### src/rtl/wdog_pkg.sv
package wdog_pkg;
  localparam int NSTG    = 4;
  localparam int HOLD_W  = 32;
  localparam int PRESC_W = 16;
  localparam int LEN_W   = 3;
  localparam int ACT_W   = 2;
  localparam int ADDR_W  = 4;
  localparam int DATA_W  = 32;
  localparam int SEL_W   = $clog2(NSTG);

  localparam logic [DATA_W-1:0] UNLOCK_KEY = 32'h50D8_3AA1;

  localparam logic [ADDR_W-1:0] A_CTRL  = 4'd0;
  localparam logic [ADDR_W-1:0] A_PRESC = 4'd1;
  localparam logic [ADDR_W-1:0] A_HOLD0 = 4'd2;
  localparam logic [ADDR_W-1:0] A_FEED  = 4'd6;
  localparam logic [ADDR_W-1:0] A_KEY   = 4'd7;
  localparam logic [ADDR_W-1:0] A_IEN   = 4'd8;
  localparam logic [ADDR_W-1:0] A_ISTAT = 4'd9;
  localparam logic [ADDR_W-1:0] A_ICLR  = 4'd10;

  localparam int B_RUN    = 0;
  localparam int B_BOOT   = 1;
  localparam int B_ACT    = 2;
  localparam int B_CPULEN = B_ACT + NSTG*ACT_W;
  localparam int B_SYSLEN = B_CPULEN + LEN_W;
  localparam int B_COMMIT = B_SYSLEN + LEN_W;

  typedef enum logic [ACT_W-1:0] {
    ACT_NONE = 2'd0,
    ACT_IRQ  = 2'd1,
    ACT_CPU  = 2'd2,
    ACT_SYS  = 2'd3
  } act_e;

  typedef struct packed {
    logic                            boot_en;
    logic [NSTG-1:0][ACT_W-1:0]      act;
    logic [LEN_W-1:0]                cpu_len;
    logic [LEN_W-1:0]                sys_len;
    logic [PRESC_W-1:0]              presc;
    logic [NSTG-1:0][HOLD_W-1:0]     hold;
  } wd_cfg_t;

  function automatic int unsigned code_to_ns(input logic [LEN_W-1:0] code);
    case (code)
      3'd0:    return 100;
      3'd1:    return 200;
      3'd2:    return 300;
      3'd3:    return 400;
      3'd4:    return 500;
      3'd5:    return 800;
      3'd6:    return 1600;
      default: return 3200;
    endcase
  endfunction

  function automatic int unsigned code_to_cycles(input logic [LEN_W-1:0] code,
                                                 input int unsigned clk_ns);
    int unsigned c;
    c = (code_to_ns(code) + clk_ns - 1) / clk_ns;
    return (c == 0) ? 1 : c;
  endfunction
endpackage

### src/rtl/wdog_regs.sv
module wdog_regs
  import wdog_pkg::*;
(
  input  logic              clk,
  input  logic              rst_n,
  input  logic              bus_wr,
  input  logic [ADDR_W-1:0] bus_addr,
  input  logic [DATA_W-1:0] bus_wdata,
  input  logic              set_irq,
  output logic [DATA_W-1:0] bus_rdata,
  output wd_cfg_t           cfg_act,
  output logic              run_en,
  output logic              feed_stb,
  output logic              irq_en,
  output logic              irq_stat,
  output logic              unlocked
);
  wd_cfg_t shadow_q, shadow_d;
  wd_cfg_t active_q, active_d;
  logic    unl_q, unl_d;
  logic    run_q, run_d;
  logic    ien_q, ien_d;
  logic    ist_q, ist_d;
  logic    wr_ok, commit, clr_req;

  assign wr_ok   = bus_wr & unl_q;
  assign clr_req = wr_ok & (bus_addr == A_ICLR) & bus_wdata[0];

  always_comb begin
    shadow_d = shadow_q;
    run_d    = run_q;
    ien_d    = ien_q;
    commit   = 1'b0;
    if (wr_ok) begin
      case (bus_addr)
        A_CTRL: begin
          run_d            = bus_wdata[B_RUN];
          shadow_d.boot_en = bus_wdata[B_BOOT];
          shadow_d.act     = bus_wdata[B_CPULEN-1:B_ACT];
          shadow_d.cpu_len = bus_wdata[B_SYSLEN-1:B_CPULEN];
          shadow_d.sys_len = bus_wdata[B_COMMIT-1:B_SYSLEN];
          commit           = bus_wdata[B_COMMIT];
        end
        A_PRESC: shadow_d.presc = bus_wdata[PRESC_W-1:0];
        A_IEN:   ien_d = bus_wdata[0];
        default: ;
      endcase
      for (int i = 0; i < NSTG; i++) begin
        if (bus_addr == ADDR_W'(int'(A_HOLD0) + i))
          shadow_d.hold[i] = bus_wdata[HOLD_W-1:0];
      end
    end
  end

  always_comb begin
    active_d = commit ? shadow_d : active_q;
    unl_d    = unl_q;
    if (bus_wr && (bus_addr == A_KEY))
      unl_d = (bus_wdata == UNLOCK_KEY);
    ist_d = ist_q;
    if (set_irq)
      ist_d = 1'b1;
    else if (clr_req)
      ist_d = 1'b0;
  end

  always_ff @(posedge clk or negedge rst_n) begin
    if (!rst_n) begin
      shadow_q       <= '0;
      shadow_q.presc <= PRESC_W'(1);
      active_q       <= '0;
      active_q.presc <= PRESC_W'(1);
      unl_q          <= 1'b0;
      run_q          <= 1'b0;
      ien_q          <= 1'b0;
      ist_q          <= 1'b0;
    end else begin
      if (wr_ok)
        shadow_q <= shadow_d;
      if (commit)
        active_q <= active_d;
      unl_q <= unl_d;
      if (wr_ok)
        run_q <= run_d;
      if (wr_ok)
        ien_q <= ien_d;
      ist_q <= ist_d;
    end
  end

  always_comb begin
    bus_rdata = '0;
    case (bus_addr)
      A_CTRL: begin
        bus_rdata[B_RUN]                 = run_q;
        bus_rdata[B_BOOT]                = shadow_q.boot_en;
        bus_rdata[B_CPULEN-1:B_ACT]      = shadow_q.act;
        bus_rdata[B_SYSLEN-1:B_CPULEN]   = shadow_q.cpu_len;
        bus_rdata[B_COMMIT-1:B_SYSLEN]   = shadow_q.sys_len;
      end
      A_PRESC: bus_rdata[PRESC_W-1:0] = shadow_q.presc;
      A_KEY:   bus_rdata[0] = unl_q;
      A_IEN:   bus_rdata[0] = ien_q;
      A_ISTAT: bus_rdata[0] = ist_q;
      default: ;
    endcase
    for (int i = 0; i < NSTG; i++) begin
      if (bus_addr == ADDR_W'(int'(A_HOLD0) + i))
        bus_rdata[HOLD_W-1:0] = shadow_q.hold[i];
    end
  end

  assign cfg_act  = active_q;
  assign run_en   = run_q;
  assign feed_stb = wr_ok & (bus_addr == A_FEED);
  assign irq_en   = ien_q;
  assign irq_stat = ist_q;
  assign unlocked = unl_q;
endmodule

### src/rtl/wdog_prescale.sv
module wdog_prescale
  import wdog_pkg::*;
(
  input  logic               clk,
  input  logic               rst_n,
  input  logic               clr,
  input  logic [PRESC_W-1:0] presc,
  output logic               tick
);
  logic [PRESC_W-1:0] div_q, div_d;
  logic [PRESC_W-1:0] presc_eff;
  logic               last;

  assign presc_eff = (presc == '0) ? PRESC_W'(1) : presc;
  assign last      = (div_q >= (presc_eff - PRESC_W'(1)));
  assign tick      = ~clr & last;

  always_comb begin
    if (clr)
      div_d = '0;
    else if (last)
      div_d = '0;
    else
      div_d = div_q + PRESC_W'(1);
  end

  always_ff @(posedge clk or negedge rst_n) begin
    if (!rst_n)
      div_q <= '0;
    else
      div_q <= div_d;
  end
endmodule

### src/rtl/wdog_stager.sv
module wdog_stager
  import wdog_pkg::*;
(
  input  logic                        clk,
  input  logic                        rst_n,
  input  logic                        clr,
  input  logic                        tick,
  input  logic [NSTG-1:0][ACT_W-1:0]  act,
  input  logic [NSTG-1:0][HOLD_W-1:0] hold,
  output logic [SEL_W-1:0]            stage,
  output logic                        fire,
  output logic [ACT_W-1:0]            fire_act
);
  logic [HOLD_W-1:0] cnt_q, cnt_d;
  logic [SEL_W-1:0]  stg_q, stg_d;
  logic [HOLD_W-1:0] hold_sel, hold_eff;
  logic              done;

  assign hold_sel = hold[stg_q];
  assign hold_eff = (hold_sel == '0) ? HOLD_W'(1) : hold_sel;
  assign done     = ({1'b0, cnt_q} + (HOLD_W+1)'(1)) >= {1'b0, hold_eff};
  assign fire     = tick & done;
  assign fire_act = act[stg_q];

  always_comb begin
    cnt_d = cnt_q;
    stg_d = stg_q;
    if (clr) begin
      cnt_d = '0;
      stg_d = '0;
    end else if (tick) begin
      if (done) begin
        cnt_d = '0;
        stg_d = (stg_q == SEL_W'(NSTG-1)) ? '0 : stg_q + SEL_W'(1);
      end else begin
        cnt_d = cnt_q + HOLD_W'(1);
      end
    end
  end

  always_ff @(posedge clk or negedge rst_n) begin
    if (!rst_n) begin
      cnt_q <= '0;
      stg_q <= '0;
    end else begin
      cnt_q <= cnt_d;
      stg_q <= stg_d;
    end
  end

  assign stage = stg_q;
endmodule

### src/rtl/wdog_pulse.sv
module wdog_pulse
  import wdog_pkg::*;
#(
  parameter int unsigned CLK_PERIOD_NS = 10
) (
  input  logic             clk,
  input  logic             rst_n,
  input  logic             trig,
  input  logic [LEN_W-1:0] code,
  output logic             pulse
);
  localparam int unsigned MAXC = code_to_cycles(3'd7, CLK_PERIOD_NS);
  localparam int CW = $clog2(MAXC + 1);

  logic [CW-1:0] cnt_q, cnt_d;
  logic [CW-1:0] load;

  assign load = CW'(code_to_cycles(code, CLK_PERIOD_NS));

  always_comb begin
    if (trig)
      cnt_d = load;
    else if (cnt_q != '0)
      cnt_d = cnt_q - CW'(1);
    else
      cnt_d = cnt_q;
  end

  always_ff @(posedge clk or negedge rst_n) begin
    if (!rst_n)
      cnt_q <= '0;
    else
      cnt_q <= cnt_d;
  end

  assign pulse = (cnt_q != '0);
endmodule

### src/rtl/wdog_multistage.sv
module wdog_multistage
  import wdog_pkg::*;
#(
  parameter int unsigned CLK_PERIOD_NS = 10
) (
  input  logic              clk,
  input  logic              rst_n,
  input  logic              bus_wr,
  input  logic [ADDR_W-1:0] bus_addr,
  input  logic [DATA_W-1:0] bus_wdata,
  output logic [DATA_W-1:0] bus_rdata,
  output logic              irq_o,
  output logic              cpu_rst_o,
  output logic              sys_rst_o
);
  logic [1:0]       rst_sync_q;
  logic             rst_int_n;
  wd_cfg_t          cfg;
  logic             run_en, feed_stb, irq_en, irq_stat, unlocked;
  logic             armed, clr, tick, fire;
  logic [SEL_W-1:0] cur_stage;
  logic [ACT_W-1:0] fire_act;
  logic             set_irq;
  logic [1:0]       p_trig;
  logic [1:0][LEN_W-1:0] p_code;
  logic [1:0]       p_out;

  always_ff @(posedge clk or negedge rst_n) begin
    if (!rst_n)
      rst_sync_q <= 2'b00;
    else
      rst_sync_q <= {rst_sync_q[0], 1'b1};
  end
  assign rst_int_n = rst_sync_q[1];

  wdog_regs u_regs (
    .clk       (clk),
    .rst_n     (rst_int_n),
    .bus_wr    (bus_wr),
    .bus_addr  (bus_addr),
    .bus_wdata (bus_wdata),
    .set_irq   (set_irq),
    .bus_rdata (bus_rdata),
    .cfg_act   (cfg),
    .run_en    (run_en),
    .feed_stb  (feed_stb),
    .irq_en    (irq_en),
    .irq_stat  (irq_stat),
    .unlocked  (unlocked)
  );

  assign armed = run_en | cfg.boot_en;
  assign clr   = feed_stb | ~armed;

  wdog_prescale u_presc (
    .clk   (clk),
    .rst_n (rst_int_n),
    .clr   (clr),
    .presc (cfg.presc),
    .tick  (tick)
  );

  wdog_stager u_stager (
    .clk      (clk),
    .rst_n    (rst_int_n),
    .clr      (clr),
    .tick     (tick),
    .act      (cfg.act),
    .hold     (cfg.hold),
    .stage    (cur_stage),
    .fire     (fire),
    .fire_act (fire_act)
  );

  assign set_irq   = fire & (fire_act == ACT_IRQ);
  assign p_trig[0] = fire & (fire_act == ACT_CPU);
  assign p_trig[1] = fire & (fire_act == ACT_SYS);
  assign p_code[0] = cfg.cpu_len;
  assign p_code[1] = cfg.sys_len;

  for (genvar g = 0; g < 2; g++) begin : g_pulse
    wdog_pulse #(.CLK_PERIOD_NS(CLK_PERIOD_NS)) u_pulse (
      .clk   (clk),
      .rst_n (rst_int_n),
      .trig  (p_trig[g]),
      .code  (p_code[g]),
      .pulse (p_out[g])
    );
  end

  assign cpu_rst_o = p_out[0];
  assign sys_rst_o = p_out[1];
  assign irq_o     = irq_stat & irq_en;
endmodule

### config.mk
export PLATFORM = sky130hd
export DESIGN_NAME = wdog_multistage
export DESIGN_NICKNAME = d
export VERILOG_FILES = /design/src/rtl/wdog_pkg.sv /design/src/rtl/wdog_regs.sv /design/src/rtl/wdog_prescale.sv /design/src/rtl/wdog_stager.sv /design/src/rtl/wdog_pulse.sv /design/src/rtl/wdog_multistage.sv
export SDC_FILE = /design/constraint.sdc
export NUM_CORES = 1
export LEC_CHECK = 0
export CORE_MARGIN = 5
export CORE_UTILIZATION = 61
export CTS_CLUSTER_DIAMETER = 80
export DETAILED_ROUTE_END_ITERATION = 10
export PLACE_DENSITY_LB_ADDON = 0.1
export SYNTH_ARGS = -nofsm -noshare
export SYNTH_HDL_FRONTEND = slang
export SYNTH_SLANG_ARGS = --single-unit
### constraint.sdc
create_clock -name clk -period 24.8 [get_ports clk]
set_input_delay 6.2 -clock clk [delete_from_list [all_inputs] [get_ports clk]]
set_output_delay 6.2 -clock clk [all_outputs]
set_load 0.005 [all_outputs]
==> impl_metrics.json <==
{
  "overflow": 0,
  "wl_per_cell_um": 22.3,
  "cp-start-kind": "primary input",
  "worstReg2RegEnd": "g_pulse[0].u_pulse.cnt_q[0]$_DFFE_PN0P_",
  "rows": 70,
  "crit_path_cell_trace": "clkdlybuf4s50_1 > nand2_1 > nor3_2 > buf_4 > a22oi_1 > a31oi_1 > clkdlybuf4s50_1",
  "postRouteWirelength_um": 59000,
  "rsz0062_at_grt": "false",
  "diodes": 0,
  "crit_buf_inv": 3,
  "period_needed_ns": 15.79,
  "worstHoldStart": "rst_sync_q[0]$_DFF_PN0_",
  "crit_family": "buffers and inverters",
  "critical_path_class": "in2out",
  "grt_start_max_net_pins": 188,
  "viasPerCell": 6.56,
  "grt_pass1_wl_um": 96400,
  "hold_end": "rst_sync_q[1]$_DFF_PN0_",
  "cts_max_path_buffers": 3,
  "max_cap_viol_count": 0,
  "setup.worst_path.end_class": "primary output",
  "numCtsBuffers": 39,
  "synth_area_leaders": "dfrtp_1 (43%), mux2_2 (16%), ha_1 (4.4%), mux4_2 (3.5%), nand2_1 (2.4%)",
  "grt.total_usage": 0.286,
  "ys_ff_latch": 392,
  "tns_ns": 0,
  "die_area_um2": 41300,
  "powerDensity_nw_per_um2": 51.3,
  "syn2layout_area_growth_pct": 11.3,
  "critPathMostFrequentCell": "clkdlybuf4s50_1",
  "cts_root_buf": "clkbuf_16",
  "layout_commonest_cell": "dfrtp_1",
  "num_vias": 17400,
  "arrival_ns": 9.59,
  "synth_top_area_frac": 0.429,
  "holdPathStages": 0,
  "fin_skew_ns": 0.0288,
  "ant_nets": 0,
  "p_leak_nw": 11.9,
  "nNetsFinal": 2265,
  "clock-sinks": 392,
  "drc": 0,
  "cpPeakStageDelay_ns": 0.81,
  "dp_hpwl_um": 40000,
  "grt_antenna_before_repair": 1,
  "final_hold_viol_count": 0,
  "yosys_warnings": 0,
  "clk_latency_ns": 0.54,
  "initial_core_util": 0.620,
  "syn-instance-count": 2113,
  "drive_gt1_frac": 0.229,
  "maxSlewViolCount": 0,
  "syn_area_um2": 22800,
  "synthFlopType": "dfrtp_1",
  "layout_common_cells": "dfrtp_1 (387), mux2_2 (318), nand2_1 (144)",
  "fmax_mhz": 63.3,
  "drt_iter0_markers": 1490,
  "min_period_over_period": 0.637,
  "hold_buffers": 0,
  "setup_viol": 0,
  "rr_startpoint": "u_regs.cfg_act[149]$_DFFE_PN0P_",
  "synth_top_area_cell": "dfrtp_1",
  "reg2reg_slack_ns": 15.82,
  "coreArea_um2": 36700,
  "die_h_um": 203,
  "htreeDepth": 2,
  "cts_tree": "yes",
  "hp-class": "reg2reg",
  "ys_types": 98,
  "tightest_slew_ns": 1.16,
  "avgSynthCellArea_um2": 10.8,
  "cts_resized": 0,
  "io_buffers": 73,
  "ys_seq_area_frac": 0.431,
  "timing.slew.headroom": 0.224,
  "cp_data_required_time_ns": 18.60,
  "cpMaxStageDelayCell": "nor3_2",
  "synth_edf_count": 0,
  "outcome": "finished clean",
  "ir_worst_vdd_mv": 0.0680,
  "clk_pin_slew_ns": 0.06,
  "cp_max_fo": 22,
  "cts_setup_buffers": 0,
  "synthArstFlopShare": 1.00,
  "drtPass1Iterations": 7,
  "ff2ff_path_depth": 29,
  "final_core_util": 0.690,
  "grt_pass1_vias": 17700,
  "place_congestion": 0.903,
  "synth_nets": 2232,
  "pin_count": 74,
  "dieWidth_um": 203
}
==> per-stage QoR <==
stage / setup WS, ns / instances / power [mW] / instance area, um^2 / hold WS [ns]
after floorplan: 10.97 / 2113 / 0.667 / 22800 / 0.331
after global placement: 9.17 / 2573 / 0.687 / 24000 / 0.337
after detailed placement: 9.08 / 2573 / 0.687 / 24000 / 0.340
after CTS: 9.09 / 2645 / 1.31 / 25300 / 0.354
after global routing: 8.85 / 2645 / 1.34 / 25300 / 0.355
final: 9.01 / 2645 / 1.30 / 25300 / 0.351
==> power breakdown <==
group	internal [mW]	leakage, nW	total, mW	switching (mW)
registers	0.640	5.40	0.642	0.00234
logic	0.0103	5.82	0.0332	0.0230
clock network	0.374	0.672	0.624	0.250
==> synthesized netlist by cell type, types with 5 or more instances <==
cell type	number
dfrtp_1	390
mux2_2	318
nand2_1	144
nor2_1	143
o21ai_0	98
clkbuf_1	97
ha_1	80
nand3_1	77
inv_1	72
a21oi_1	68
xnor2_1	48
mux4_2	35
nor3_1	33
xor2_1	33
a21o_1	32
a222oi_1	31
a31oi_1	26
mux2i_1	26
nand2b_1	24
nor4_1	22
and3_1	21
nand4_1	21
a22oi_1	19
and2_1	15
nor2b_1	14
o31ai_1	12
or3_1	11
a211oi_1	10
o211ai_1	9
o21a_1	8
o221a_2	7
a211o_1	6
a41oi_1	6
buf_1	6
nand3b_1	6
o22ai_1	6
o211a_1	5
o21bai_1	5
o221ai_1	5
o2bb2ai_1	5
o41ai_1	5
==> registers in the layout (all words and copies together), names as in the netlist <==
| signal | count |
|---|---|
| g_pulse.u_pulse.cnt_q | 18 |
| rst_sync_q | 2 |
| u_presc.div_q | 16 |
| u_regs.cfg_act | 159 |
| u_regs.irq_en | 1 |
| u_regs.irq_stat | 1 |
| u_regs.run_en | 1 |
| u_regs.shadow_q | 159 |
| u_regs.unlocked | 1 |
| u_stager.cnt_q | 32 |
| u_stager.stage | 2 |
==> how the worst max path moves through the flow <==
stage / startpoint / end / slack (ns) / cells after the start
CTS: bus_addr[0] / bus_rdata[14] / 9.09 / 7
global route: bus_addr[0] / bus_rdata[12] / 8.85 / 7
finish: bus_addr[0] / bus_rdata[12] / 9.01 / 7
floorplan: bus_addr[1] / bus_rdata[10] / 10.97 / 5
global placement: bus_addr[0] / bus_rdata[14] / 9.17 / 7
detailed placement: bus_addr[0] / bus_rdata[14] / 9.08 / 7
==> cell type report <==
type                       instances  area (um^2)
multi-input combinational       1538        12300
fill                            2641        11400
sequential                       392         9820
clock buffer                      61         1190
timing repair buffer             101          953
tap                              468          586
inverter                          74          278
clock inverter                    11          178
==> cell families after synthesis <==
family / after synthesis / share of synthesized area
AOI/OAI and AO/OA: 427 / 0.134
muxes: 379 / 0.203
buffers and inverters: 183 / 0.0310
and+or+nand+nor: 569 / 0.125
xor gates and xnor gates: 82 / 0.0319
adders and majority gates: 80 / 0.0440
other: 1 / 0.000165
DFF: 392 / 0.431
==> layer usage <==
metal | vias to the layer above | share of wire | track usage
li1 | 7922 | - | -
met5 | - | 0.00022 | 0
met2 | 570 | 0.47 | 0.464
met1 | 8750 | 0.43 | 0.398
met3 | 116 | 0.068 | 0.0526
met4 | 2 | 0.029 | 0.0824
==> worst reg2reg max path, delay by kind of cell, from the launching register on <==
kind	cells	cell delay (ns)
buffers and inverters	3	0.78
adders and majority gates	3	0.95
muxes	1	0.23
xor gates and xnor gates	1	0.15
DFF	1	0.98
AOI/OAI and AO/OA	13	3.78
and+or+nand+nor	8	1.97
Power figures use the tool's default switching activity.
